### src/rtl/errcap_pkg.sv
package errcap_pkg;

   localparam int STAT_W  = 64;
   localparam int KINDS   = 3;
   localparam int BMASK_W = 16;
   localparam int DWOFF_W = 3;
   localparam int SYND_W  = 8;

   typedef enum logic [1:0] {
      ERR_RD = 2'd0,
      ERR_WR = 2'd1,
      ERR_XL = 2'd2
   } err_kind_e;

   // flag positions, index 0 read, 1 write, 2 translation
   localparam int PRIM_POS [KINDS] = '{62, 61, 56};
   localparam int SEC_POS  [KINDS] = '{59, 58, 57};
   localparam int BMASK_LO = 32;
   localparam int SYND_LO  = 48;
   localparam int DWOFF_LO = 29;
   localparam int BLOCK_POS = 23;

   function automatic logic [KINDS-1:0] kind_onehot(input logic [1:0] k);
      logic [KINDS-1:0] v;
      v = '0;
      for (int i = 0; i < KINDS; i++)
         if (k == 2'(i)) v[i] = 1'b1;
      return v;
   endfunction

endpackage

### src/rtl/errcap_flags.sv
module errcap_flags
   import errcap_pkg::*;
#(
   parameter int N = KINDS
) (
   input  logic         clk_i,
   input  logic         rst_ni,
   input  logic [N-1:0] ev_set_i,
   input  logic [N-1:0] clr_prim_i,
   input  logic [N-1:0] clr_sec_i,
   output logic [N-1:0] prim_o,
   output logic [N-1:0] sec_o,
   output logic         capture_o
);

   logic [N-1:0] prim_keep;
   logic         room;

   // flags that survive this cycle's clear decide first versus later
   assign prim_keep = prim_o & ~clr_prim_i;
   assign room      = ~|prim_keep;
   assign capture_o = room & (|ev_set_i);

   for (genvar i = 0; i < N; i++) begin : g_flag
      logic p_r, s_r;
      always_ff @(posedge clk_i or negedge rst_ni) begin
         if (!rst_ni) begin
            p_r <= 1'b0;
            s_r <= 1'b0;
         end else begin
            p_r <= prim_keep[i] | (room & ev_set_i[i]);
            s_r <= (s_r & ~clr_sec_i[i]) | (~room & ev_set_i[i]);
         end
      end
      assign prim_o[i] = p_r;
      assign sec_o[i]  = s_r;

      assert_w1c_prim_R4: assert property (@(posedge clk_i) disable iff (!rst_ni)
         (clr_prim_i[i] && !ev_set_i[i]) |=> !prim_o[i]);
      assert_w1c_sec_R4: assert property (@(posedge clk_i) disable iff (!rst_ni)
         (clr_sec_i[i] && !ev_set_i[i]) |=> !sec_o[i]);
   end

   assert_first_onehot_R2: assert property (@(posedge clk_i) disable iff (!rst_ni)
      ((|ev_set_i) && prim_o == '0) |=> $countones(prim_o) == 1);
   assert_later_sec_only_R3: assert property (@(posedge clk_i) disable iff (!rst_ni)
      ((|ev_set_i) && (|(prim_o & ~clr_prim_i))) |=> prim_o == $past(prim_o & ~clr_prim_i));
   assert_race_event_wins_R6: assert property (@(posedge clk_i) disable iff (!rst_ni)
      ((|ev_set_i) && (|clr_prim_i) && ((prim_o & ~clr_prim_i) == '0)) |=> (|prim_o));

endmodule

### src/rtl/errcap_detail.sv
module errcap_detail
   import errcap_pkg::*;
#(
   parameter int ADDR_W  = 34,
   parameter bit SYND_EN = 1'b0
) (
   input  logic               clk_i,
   input  logic               rst_ni,
   input  logic               load_i,
   input  logic [BMASK_W-1:0] bmask_i,
   input  logic [DWOFF_W-1:0] dwoff_i,
   input  logic               block_i,
   input  logic [SYND_W-1:0]  synd_i,
   input  logic [ADDR_W-1:0]  addr_i,
   output logic [BMASK_W-1:0] bmask_o,
   output logic [DWOFF_W-1:0] dwoff_o,
   output logic               block_o,
   output logic [SYND_W-1:0]  synd_o,
   output logic [ADDR_W-1:0]  addr_o
);

   always_ff @(posedge clk_i or negedge rst_ni) begin
      if (!rst_ni) begin
         bmask_o <= '0;
         dwoff_o <= '0;
         block_o <= 1'b0;
         addr_o  <= '0;
      end else if (load_i) begin
         bmask_o <= bmask_i;
         dwoff_o <= dwoff_i;
         block_o <= block_i;
         addr_o  <= addr_i;
      end
   end

   if (SYND_EN) begin : g_synd
      always_ff @(posedge clk_i or negedge rst_ni) begin
         if (!rst_ni)     synd_o <= '0;
         else if (load_i) synd_o <= synd_i;
      end
   end else begin : g_no_synd
      logic unused_synd;
      assign unused_synd = ^synd_i;
      assign synd_o = '0;
   end

   assert_hold_without_load_R9: assert property (@(posedge clk_i) disable iff (!rst_ni)
      !load_i |=> ($stable(addr_o) && $stable(bmask_o) && $stable(dwoff_o) && $stable(block_o)));

endmodule

### src/rtl/dma_err_capture.sv
module dma_err_capture
   import errcap_pkg::*;
#(
   parameter int ADDR_W      = 34,
   parameter bit CORRECTABLE = 1'b0
) (
   input  logic               clk_i,
   input  logic               rst_ni,
   input  logic               evt_valid_i,
   input  logic [1:0]         evt_kind_i,
   input  logic [15:0]        evt_bmask_i,
   input  logic [2:0]         evt_dwoff_i,
   input  logic               evt_block_i,
   input  logic [7:0]         evt_synd_i,
   input  logic [ADDR_W-1:0]  evt_addr_i,
   input  logic               reg_sel_i,
   input  logic               reg_wr_i,
   input  logic [63:0]        reg_wdata_i,
   output logic [63:0]        reg_rdata_o,
   input  logic               irq_en_i,
   output logic               irq_o
);

   localparam logic [KINDS-1:0] KIND_EN = CORRECTABLE ? 3'b011 : 3'b111;

   if (ADDR_W < 6 || ADDR_W > STAT_W) begin : g_bad_addr_w
      $error("dma_err_capture: ADDR_W must lie in 6..64");
   end
   if (BMASK_W != 16 || DWOFF_W != 3 || SYND_W != 8) begin : g_bad_fields
      $error("dma_err_capture: status field widths do not fit the word layout");
   end

   logic [KINDS-1:0]   ev_set, clr_prim, clr_sec, prim_q, sec_q;
   logic               capture;
   logic               stat_wr;
   logic [BMASK_W-1:0] bmask_q;
   logic [DWOFF_W-1:0] dwoff_q;
   logic               block_q;
   logic [SYND_W-1:0]  synd_q;
   logic [ADDR_W-1:0]  addr_q;
   logic [STAT_W-1:0]  status;
   logic               unused_wdata;

   assign ev_set  = evt_valid_i ? (kind_onehot(evt_kind_i) & KIND_EN) : '0;
   assign stat_wr = reg_wr_i & ~reg_sel_i;

   always_comb begin
      clr_prim = '0;
      clr_sec  = '0;
      for (int i = 0; i < KINDS; i++) begin
         clr_prim[i] = stat_wr & reg_wdata_i[PRIM_POS[i]];
         clr_sec[i]  = stat_wr & reg_wdata_i[SEC_POS[i]];
      end
   end
   assign unused_wdata = ^reg_wdata_i;

   errcap_flags #(.N(KINDS)) flags_i (
      .clk_i      (clk_i),
      .rst_ni     (rst_ni),
      .ev_set_i   (ev_set),
      .clr_prim_i (clr_prim),
      .clr_sec_i  (clr_sec),
      .prim_o     (prim_q),
      .sec_o      (sec_q),
      .capture_o  (capture)
   );

   errcap_detail #(.ADDR_W(ADDR_W), .SYND_EN(CORRECTABLE)) detail_i (
      .clk_i   (clk_i),
      .rst_ni  (rst_ni),
      .load_i  (capture),
      .bmask_i (evt_bmask_i),
      .dwoff_i (evt_dwoff_i),
      .block_i (evt_block_i),
      .synd_i  (evt_synd_i),
      .addr_i  (evt_addr_i),
      .bmask_o (bmask_q),
      .dwoff_o (dwoff_q),
      .block_o (block_q),
      .synd_o  (synd_q),
      .addr_o  (addr_q)
   );

   always_comb begin
      status = '0;
      for (int i = 0; i < KINDS; i++) begin
         if (KIND_EN[i]) begin
            status[PRIM_POS[i]] = prim_q[i];
            status[SEC_POS[i]]  = sec_q[i];
         end
      end
      status[BMASK_LO +: BMASK_W] = bmask_q;
      status[SYND_LO  +: SYND_W]  = synd_q;
      status[DWOFF_LO +: DWOFF_W] = dwoff_q;
      status[BLOCK_POS]           = block_q;
   end

   assign reg_rdata_o = reg_sel_i ? STAT_W'(addr_q) : status;
   assign irq_o       = irq_en_i & (|prim_q);

   assert_details_held_R3: assert property (@(posedge clk_i) disable iff (!rst_ni)
      ((|prim_q) && !stat_wr) |=> ($stable(addr_q) && $stable(bmask_q) && $stable(synd_q)));
   assert_irq_follows_event_R5: assert property (@(posedge clk_i) disable iff (!rst_ni)
      ((|ev_set) && irq_en_i) |=> (irq_o || !irq_en_i));

   if (CORRECTABLE) begin : g_ce_checks
      assert_xlate_ignored_R7: assert property (@(posedge clk_i) disable iff (!rst_ni)
         (evt_valid_i && evt_kind_i == ERR_XL && !stat_wr) |=> ($stable(prim_q) && $stable(sec_q)));
   end

endmodule

### config.mk
export PLATFORM = sky130hd
export DESIGN_NAME = dma_err_capture
export DESIGN_NICKNAME = d
export VERILOG_FILES = /design/src/rtl/errcap_pkg.sv /design/src/rtl/errcap_flags.sv /design/src/rtl/errcap_detail.sv /design/src/rtl/dma_err_capture.sv
export SDC_FILE = /design/constraint.sdc
export NUM_CORES = 1
export LEC_CHECK = 0
export ABC_AREA = 1
export CORE_MARGIN = 5
export CORE_UTILIZATION = 55
export CTS_BUF_LIST = sky130_fd_sc_hd__clkbuf_16
export DETAILED_ROUTE_END_ITERATION = 16
export DONT_BUFFER_PORTS = 1
export PLACE_DENSITY = 0.7
export RECOVER_POWER = 100
export SYNTH_ARGS = -nofsm -noshare
export SYNTH_HDL_FRONTEND = slang
export SYNTH_HIERARCHICAL = 1
export SYNTH_SLANG_ARGS = --single-unit
### constraint.sdc
create_clock -name clk_i -period 1.5 [get_ports clk_i]
set_clock_uncertainty 0.15 [all_clocks]
set_input_delay 0.15 -clock clk_i [delete_from_list [all_inputs] [get_ports clk_i]]
set_output_delay 0.15 -clock clk_i [all_outputs]
set_load 0.005 [all_outputs]
## Word level (Yosys, flattened, before mapping)

Index checks and enable logic that the tools add are counted.
W data, S select, Z words.

| word-level totals | value |
|---|---|
| logic and storage cells | 52 |
| register bits after elaboration | 60 |
| bits of input ports | 134 |

| operators by class | value |
|---|---|
| eq/ne operators | 2 |
| bitwise gates (word level) | 30 |
| muxes and demuxes | 5 |
| reduce and logical (&&, ||, !) cells | 5 |

Operators by type and width:

| operator | count |
|---|---|
| $mux W63 | 1 |
| $and A1 B1 Y1 | 18 |
| $reduce_or A3 Y1 | 3 |
| $or A1 B1 Y1 | 6 |
| $not A1 Y1 | 4 |
| $and A3 B3 Y3 | 1 |
| $mux W1 | 3 |
| $mux W3 | 1 |
| $not A3 Y3 | 1 |
| $eq A2 B1 Y1 const B | 1 |
| $eq A2 B2 Y1 const B | 1 |
| $logic_not A2 Y1 | 1 |
| $logic_not A1 Y1 | 1 |

## Logic depth before layout (Yosys ltp)

Gate-level depths: netlist of run 1.

| logic depth | value |
|---|---|
| depth in word-level cells | 9 |
| gate-level depth with buffers | 13 |
| gate-level depth less buffers | 10 |

## Cells and area by module

The synthesis of run 1 kept the hierarchy.

Modules (own cells, without submodules):

| module | cells an instance | area each (µm²) | sequential area each (µm²) | times used |
|---|---|---|---|---|
| errcap_detail | 237 | 2137.0 | 1351.3 | 1 |
| dma_err_capture | 162 | 670.6 | 0.0 | 1 |
| errcap_flags | 39 | 330.3 | 150.1 | 1 |

## Worst setup path before layout of run 1

No wires, ideal clock.

| timing | value |
|---|---|
| kind | input -> register |
| from | input reg_sel_i |
| to | register detail_i.addr_o[0] |
| setup time | 0.116 ns |
| path slack | -0.043 ns |
| buffers on the path | 3 |
| arrival | 1.277 ns |
| cell stages on the path | 13 |
| cell sequence | buf_6 inv_2 nand2_4 nor2_1 inv_2 nand2_4 nand3_4 nor2_1 buf_6 inv_6 buf_6 nand2_1 nand2_1 |

| between the ends | value |
|---|---|
| longest elaborated chain between the ends | 8 |

RTL lines:

| item | line | source |
|---|---|---|
| start, declared | dma_err_capture.sv:16 | `input logic reg_sel_i,` |
| $not A1 Y1 | dma_err_capture.sv:45 | `assign stat_wr = reg_wr_i & ~reg_sel_i;` |
| $and A1 B1 Y1 | dma_err_capture.sv:45 |  |
| $and A1 B1 Y1 | dma_err_capture.sv:51 | `clr_prim[i] = stat_wr & reg_wdata_i[PRIM_POS[i]];` |
| named net clr_prim[1] | dma_err_capture.sv:33 | `logic [KINDS-1:0] ev_set, clr_prim, clr_sec, prim_q, sec_q;` |
| $not A3 Y3 | errcap_flags.sv:20 | `assign prim_keep = prim_o & ~clr_prim_i;` |
| $and A3 B3 Y3 | errcap_flags.sv:20 |  |
| $reduce_or A3 Y1 | errcap_flags.sv:21 | `assign room = ~\|prim_keep;` |
| $logic_not A1 Y1 | errcap_flags.sv:21 |  |
| $and A1 B1 Y1 | errcap_flags.sv:22 | `assign capture_o = room & (\|ev_set_i);` |
| named net capture | dma_err_capture.sv:34 | `logic capture;` |
| end signal, assigned | errcap_detail.sv:32 | `addr_o <= addr_i;` |
| end, declared | errcap_detail.sv:19 | `output logic [ADDR_W-1:0] addr_o` |

The timed path passes the listed nets, and every way through them passes these cells.
A chain may end at the register's enable or synchronous reset.

## Worst setup path after layout of run 1

| timing | value |
|---|---|
| from | register flags_i.g_flag[0].p_r |
| to | register detail_i.addr_o[7] |

| between the ends | value |
|---|---|
| longest elaborated chain between the ends | 4 |

RTL lines:

| item | line | source |
|---|---|---|
| start, declared | errcap_flags.sv:25 | `logic p_r, s_r;` |
| start signal, assigned | errcap_flags.sv:31 | `p_r <= prim_keep[i] \| (room & ev_set_i[i]);` |
| $and A3 B3 Y3 | errcap_flags.sv:20 |  |
| $reduce_or A3 Y1 | errcap_flags.sv:21 |  |
| $logic_not A1 Y1 | errcap_flags.sv:21 |  |
| $and A1 B1 Y1 | errcap_flags.sv:22 |  |
| named net capture | dma_err_capture.sv:34 |  |

The timed path passes the listed nets, and every way through them passes these cells.

==> impl_metrics.yaml, run 1 <==
status:
  status: "finished with violations"
  violations: "negative hold slack, negative setup slack"
power:
  p_leak_nw: 2.44
  p_total_mw: 6.99
  power_density_nw_per_um2: 1660
  vdd_drop_max_mv: 1.05
sta:
  setup_viol: 2
  timing.fmax_mhz: 663
  fin_crit_sh: 1.01
  holdWs_ps: -619
  drv_slew: 0
  fin_ws_ps: -9.39
  rsz0062_at_grt: "yes"
  finalSetupTns_ps: -9.43
  hold_violations: 60
  fin_crit_ps: 1510
routing:
  postRouteAntennaNets: 0
  vias_per_cell: 4.63
  first_pass_iters: 4
  avgRoutedWirePerCell_um: 13.3
  drt-total-wl_um: 7810
  routed-via-count: 2716
  drtIter0Drc: 65
  drc: 0
worst_setup_path:
  critPathKind: "reg -> reg"
  ff2ff_path_depth: 7
  crit-reg2reg-capture: "detail_i/addr_o[7]"
  crit_fanout: 11
  end_kind: "register"
  r2r_start: "flags_i/g_flag[0].p_r"
  worst_ep_required_time_ps: 1550
  arrival_ps: 1560
  r2r_slack_ps: -9
  startpoint_type: "register"
floorplanning:
  rows: 27
  die_area_sq_um: 7320
  ioPinCount: 199
  die_w_um: 85.5
  chipHeight_um: 85.5
  fp.coreArea_sq_um: 5540
  initial_core_util: 0.566
grt:
  grt_max_degree: 64
  grtUsageTotal: 0.204
  antenna_found_initial: 0
  grt_pass1_wl_um: 12000
  grt_pass1_vias: 2734
  gr-total-overflow: 0
cells_and_area:
  mostFrequentLayoutCell: "nand2_1"
  instances_no_fill: 586
  layout_common_cells: "209 x nand2_1, 71 x inv_1, 62 x dlygate4sd3_1, 60 x dfrtp_1, 36 x nor2_1"
  nNetsFinal: 642
  drive_gt1_frac: 0.111
  area_growth_pct: 34.1
  fin_area_sq_um: 4210
place:
  place_area_sq_um: 3070
  place_hpwl_um: 4430
  portBuffers: 0
  place_inst: 492
  place.gp.congestion: 0.784
logic_synthesis:
  avgSynthCellArea_sq_um: 7.16
  synthXorXnorAreaFrac: 0
  synth_top_family_by_area: "simple AND/OR/NAND/NOR gates"
  ys_seq_area_frac: 0.478
  synth_compound_area_frac: 0.00159
  synth_warnings: 6
  synthMuxAreaShare: 0
  synthCells: 438
  synthAdderAreaFrac: 0
  synth_area_sq_um: 3140
  ys_seq_elements: 60
  yosysUniqueCellTypes: 17
  yosys.area_share.simple: 0.337
cts:
  numCtsBuffers: 9
  clk_transition_reported_paths_ps: 50
  clk_latency_ps: 310
  clockBufferDepth: 2
  cts.sinks: 60
  cts-htree-levels: 3
  clock-root-buffer: "clkbuf_16"
  cts_tree: "done"
  cts_hold_buf: 64
run:
  cap_violations: 0
min_path:
  hold_path_class: "in -> async"
==> state kept, by name, summed over array words and instances (netlist names) <==
name and count:
detail_i/addr_o 34, detail_i/bmask_o 16, detail_i/dwoff_o 3, flags_i/g_flag.p_r 3, flags_i/g_flag.s_r 3, detail_i/block_o 1
==> report_power, final <==
part	total, mW	internal [mW]	switching, mW
sequential	2.80	2.37	0.429
clock	1.94	1.26	0.681
combinational	2.25	1.01	1.24
==> cells in the mapped netlist <==
cell type  number  area share
nor3b_1         1      0.0024
nor3_1          2      0.0032
inv_6           1      0.0028
buf_6          10       0.036
nand2_1       221        0.26
buf_4          24       0.057
nand2_2         2      0.0040
nor2_1         37       0.044
a21oi_1         1      0.0016
inv_1          69       0.083
dfrtp_1        60        0.48
conb_1          2      0.0024
nand3_4         1      0.0056
nand4_1         2      0.0040
nand2_4         2      0.0072
nand3_1         1      0.0016
inv_2           2      0.0024
==> layout make-up <==
class                           instances  area (sq um)
Clock inverter                          7          60.1
Clock buffer                            9           225
Antenna cell                            1          2.50
Multi-Input combinational cell        280          1140
Inverter                               72           278
Sequential cell                        60          1500
Fill cell                             411          1330
Tap cell                               72          90.1
Timing Repair Buffer                   85           910
==> worst max-delay path by stage <==
stage / startpoint / to / slack [ps] / cells after the start
2_1_floorplan: reg_sel_i / detail_i/addr_o[0] / 20 / 13
3_3_place_gp: reg_sel_i / detail_i/addr_o[23] / 60 / 10
3_5_place_dp: reg_sel_i / detail_i/dwoff_o[1] / -20 / 10
4_1_cts: flags_i/g_flag[0].p_r / detail_i/dwoff_o[1] / 2 / 6
5_1_grt: flags_i/g_flag[2].p_r / detail_i/addr_o[7] / -110 / 7
6_report: flags_i/g_flag[0].p_r / detail_i/addr_o[7] / -9 / 7
==> through the flow <==
step | setup WS, ps | hold WS (ps) | util
2_1_floorplan | 18.2 | -296 | -
3_3_place_gp | 60.4 | -293 | 0.555
3_5_place_dp | -15.8 | -293 | 0.555
4_1_cts | 2.01 | -628 | 0.722
5_1_grt | -108 | -637 | 0.759
6_report | -9.39 | -619 | 0.759
==> cells by family after synthesis <==
kind of cell           after synthesis
AO/OA/AOI/OAI                        1
buffers and inverters              106
flip-flops                          60
AND/OR/NAND/NOR                    269
other                                2
==> repair_timing <==
| action | CTS | global route |
|---|---|---|
| endpoints found under the hold margin | 119 | 60 |
| endpoints found under the setup margin | 0 | 55 |
| resized for setup | 0 | 16 |
| setup buffers | 0 | 10 |
==> worst max-delay path, cell delays in order (launching register included) <==
cell and delay [ps]:
dfrtp_1 410, nand2_4 90, nand3_4 100, nor2_4 190, clkinv_4 130, clkbuf_16 190, nand2_1 60, nand2_1 50
==> per-layer routing <==
| layer | part of all wire | GRT usage |
|---|---|---|
| met2 | 0.50 | 0.345 |
| met3 | 0.081 | 0.0548 |
| met5 | 0 | 0 |
| met1 | 0.41 | 0.245 |
| met4 | 0.011 | 0.0849 |
(Power assumes the default switching activity.)
==> inputs of run 2 (changes only) <==
GPL_ROUTABILITY_DRIVEN = 0   (was not set)
SETUP_SLACK_MARGIN = 0.05   (was not set)
==> impl_metrics.yaml, run 2 (synthesized netlist as in run 1, its figures left out) <==
floorplanning:
  rows: 27
  chipHeight_um: 85.5
  initial_core_util: 0.566
  die_area_sq_um: 7320
  die_w_um: 85.5
  fp.coreArea_sq_um: 5540
  ioPinCount: 199
worst_setup_path:
  cp_top_family: "simple AND/OR/NAND/NOR gates"
  startpoint_type: "register"
  crit_chain: "nand2_2 > nand3_4 > nor2_4 > buf_12 > inv_16 > nand2_1 > nand2_1"
  arrival_ps: 1480
  end_kind: "register"
  cp_common_cell: "nand2_1"
  cpPeakStageDelay_ps: 400
  worst_ep_required_time_ps: 1540
  crit_fanout: 54
  critPathKind: "reg -> reg"
  cp_slowest_cell: "dfrtp_1"
  cp_num_buf_inv: 2
sta:
  fin_crit_sh: 0.956
  timing.fmax_mhz: 697
  fin_crit_ps: 1430
  setup_viol: 0
  drv_slew: 0
  holdWs_ps: -618
  finalSetupTns_ps: 0
  fin_ws_ps: 65.3
  rsz0062_at_grt: "yes"
  hold_violations: 62
cts:
  cts.sinks: 60
  numCtsBuffers: 9
  cts-htree-levels: 3
  clk_transition_reported_paths_ps: 50
  cts_hold_buf: 63
  clock-root-buffer: "clkbuf_16"
  clockBufferDepth: 2
  cts_tree: "done"
  clk_latency_ps: 310
cells_and_area:
  diodes: 0
  drive_gt1_frac: 0.0800
  top_regs: "detail_i/addr_o: 34 flops, detail_i/bmask_o: 16 flops"
  nNetsFinal: 629
  mostFrequentLayoutCell: "nand2_1"
  layout_common_cells: "217 x nand2_1, 71 x inv_1, 61 x dlygate4sd3_1, 60 x dfrtp_1, 34 x nor2_1"
  fill_cells: 423
  fin_area_sq_um: 4050
  largest_reg_flops: 34
  instances_no_fill: 572
  top_register: "detail_i/addr_o"
  area_growth_pct: 28.9
grt:
  grtUsageMet3: 0.0586
  grt_max_degree: 64
  grt_use_met1: 0.254
  met2_usage: 0.343
  grt_pass1_vias: 2618
  grtUsageTotal: 0.207
  gr-total-overflow: 0
  grt_pass1_wl_um: 12100
  antenna_found_initial: 0
  grt-busiest-layer: "met2"
place:
  place_hpwl_um: 4180
  place_area_sq_um: 3040
  place_inst: 490
  place_ws_ps: 17.5
  portBuffers: 0
routing:
  first_pass_iters: 4
  vias_per_cell: 4.64
  avgRoutedWirePerCell_um: 13.0
  drtIter0Drc: 116
  drt-total-wl_um: 7450
  routed-via-count: 2653
  drc: 0
  postRouteAntennaNets: 0
power:
  power_density_nw_per_um2: 1660
  vdd_drop_max_mv: 0.998
  p_total_mw: 6.72
  p_leak_nw: 2.34
status:
  violations: "negative hold slack"
  status: "finished with violations"
min_path:
  hold_path_class: "in -> async"
run:
  cap_violations: 0
## run 2: power by group
part | switching [mW] | internal, mW | leakage, nW
Combinational | 1.18 | 0.840 | 1.45
Sequential | 0.406 | 2.37 | 0.746
Clock | 0.660 | 1.26 | 0.148
## run 2: timing repair
| item | 4_1_cts | 5_1_grt |
|---|---|---|
| setup buffers | 1 | 3 |
| gates cloned | 0 | 1 |
| endpoints found under the hold margin | 118 | 60 |
| gates resized for setup | 3 | 8 |
| setup endpoints to repair | 54 | 57 |
| pin swaps | 2 | 2 |
## run 2: final timing paths
path	from	to	slack, ps	depth (start not counted)
min reg2reg	detail_i/bmask_o[2]	detail_i/bmask_o[2]	320	2
max	flags_i/g_flag[0].p_r	detail_i/addr_o[5]	70	7
max reg2reg	flags_i/g_flag[0].p_r	detail_i/addr_o[5]	70	7
max in group asynchronous	rst_ni	detail_i/bmask_o[3]	1710	0
min in group clk_i	reg_wr_i	flags_i/g_flag[0].s_r	0	5
min	rst_ni	detail_i/addr_o[11]	-620	0
## run 2: final cells by class
cell class	instances	area [sq um]	area share
Sequential cell	60	1500	0.371
Tap cell	72	90.1	0.0223
Inverter	72	294	0.0727
Clock buffer	9	225	0.0557
Multi-Input combinational cell	280	1120	0.277
Clock inverter	7	60.1	0.0148
Timing Repair Buffer	72	754	0.186
## run 2: per-layer routing
layer	routed length [um]	up-vias	share of wire
li1	-	1331	-
met1	3070	1205	0.41
met2	3690	107	0.50
met3	573	10	0.077
met4	116	0	0.016
met5	0	-	0
## run 2: stage by stage
stage,utilization,hold WS [ps]
2_1_floorplan,-,-296
3_3_place_gp,0.549,-294
3_5_place_dp,0.549,-294
4_1_cts,0.721,-628
5_1_grt,0.730,-637
6_report,0.730,-618
==> inputs of run 3 (changes only) <==
CORE_UTILIZATION = 50   (was 55)
PLACE_DENSITY = not set   (was 0.7)
clock period = 1.6 ns   (was 1.5 ns; I/O delays follow)
==> impl_metrics.yaml, run 3 (synthesized netlist as in run 1, its figures left out) <==
cts:
  clockBufferDepth: 2
  cts-htree-levels: 3
  cts_hold_buf: 62
  cts_tree: "done"
  clk_latency_ps: 310
  numCtsBuffers: 9
  cts.sinks: 60
  clock-root-buffer: "clkbuf_16"
  ctsResizeCount: 0
  clk_transition_reported_paths_ps: 50
routing:
  first_pass_iters: 4
  vias_per_cell: 4.51
  postRouteAntennaNets: 0
  routed-via-count: 2622
  drc: 0
  avgRoutedWirePerCell_um: 13.2
  drt-total-wl_um: 7680
  drtIter0Drc: 59
floorplanning:
  fp.coreArea_sq_um: 6030
  rows: 28
  chipHeight_um: 89.2
  die_area_sq_um: 7960
  die_w_um: 89.2
  ioPinCount: 199
  initial_core_util: 0.521
worst_setup_path:
  worst_ep_required_time_ps: 1650
  startpoint_type: "register"
  arrival_ps: 1530
  end_kind: "register"
  r2r_slack_ps: 120
  crit_fanout: 16
  critPathKind: "reg -> reg"
place:
  place_hpwl_um: 4300
  portBuffers: 0
  place_area_sq_um: 3070
grt:
  grt-busiest-layer: "met2"
  met2_usage: 0.322
  grtUsageTotal: 0.188
  gr-total-overflow: 0
  antenna_found_initial: 0
  grt_pass1_wl_um: 11500
  grt_pass1_vias: 2536
  grt_max_degree: 64
  grt_use_met1: 0.220
  grtUsageMet3: 0.0562
power:
  power_density_nw_per_um2: 1590
  vdd_drop_max_mv: 0.954
  p_leak_nw: 2.37
  p_total_mw: 6.48
sta:
  hold_violations: 62
  fin_crit_sh: 0.926
  timing.fmax_mhz: 675
  drv_slew: 0
  holdWs_ps: -612
  rsz0062_at_grt: "no"
  finalSetupTns_ps: 0
  fin_crit_ps: 1480
  setup_viol: 0
min_path:
  hold_path_class: "in -> async"
cells_and_area:
  nNetsFinal: 636
  final_util: 0.676
  top_regs: "detail_i/addr_o: 34 flops, detail_i/bmask_o: 16 flops"
  multi_input_area_sq_um: 1110
  drive_gt1_frac: 0.0769
  layout_common_cells: "221 x nand2_1, 71 x inv_1, 62 x dlygate4sd3_1, 60 x dfrtp_1, 36 x nor2_1"
  mostFrequentLayoutCell: "nand2_1"
  largest_reg_flops: 34
  seq_area_sq_um: 1500
  area_growth_pct: 29.8
  diodes: 0
  fill_cells: 505
  top_register: "detail_i/addr_o"
  fin_area_sq_um: 4070
status:
  status: "finished with violations"
  violations: "negative hold slack"
run:
  cap_violations: 0
run 3: worst max-delay path: stages, from the launching register on:
cell	delay (ps)
dfrtp_1	380
nand2_2	100
nand3_4	90
nor2_4	250
inv_6	50
buf_4	200
nand2_1	70
nand2_1	50
run 3: final cells by class:
class                      count  share of cell area
inverter                      72              0.0682
timing repair buffer          79               0.193
multi-input combinational    280               0.271
sequential                    60               0.369
clock buffer                   9              0.0553
tap                           75              0.0230
clock inverter                 7              0.0206
run 3: stage by stage:
stage / worst slack (ps) / instances
final: 119 / 582
after global routing: 43.5 / 582
after CTS: 113 / 572
after floorplan: 82.9 / 446
after global placement: 148 / 494
after detailed placement: 85.8 / 494
run 3: what timing repair did:
action	in CTS	in global routing
setup endpoints to repair	0	13
endpoints found under the hold margin	118	60
buffers inserted	0	8
run 3: power breakdown:
part	total, mW	internal, mW	switching [mW]
Sequential	2.59	2.22	0.370
Combinational	1.90	0.802	1.10
Clock	1.98	1.34	0.640
run 3: path summary, 6_finish.rpt:
kind	from	end	depth (start not counted)
min in group clk_i	evt_kind_i[0]	flags_i/g_flag[0].s_r	4
min reg2reg	detail_i/addr_o[18]	detail_i/addr_o[18]	2
max	flags_i/g_flag[2].p_r	detail_i/addr_o[29]	7
min	rst_ni	flags_i/g_flag[0].s_r	0
max in group asynchronous	rst_ni	detail_i/addr_o[12]	0
max reg2reg	flags_i/g_flag[2].p_r	detail_i/addr_o[29]	7
run 3: layer usage:
metal | routed length (um) | up-vias | share of wire
li1 | - | 1350 | -
met1 | 3200 | 1176 | 0.42
met2 | 3800 | 87 | 0.50
met3 | 579 | 9 | 0.075
met4 | 97 | 0 | 0.013
met5 | 0 | - | 0
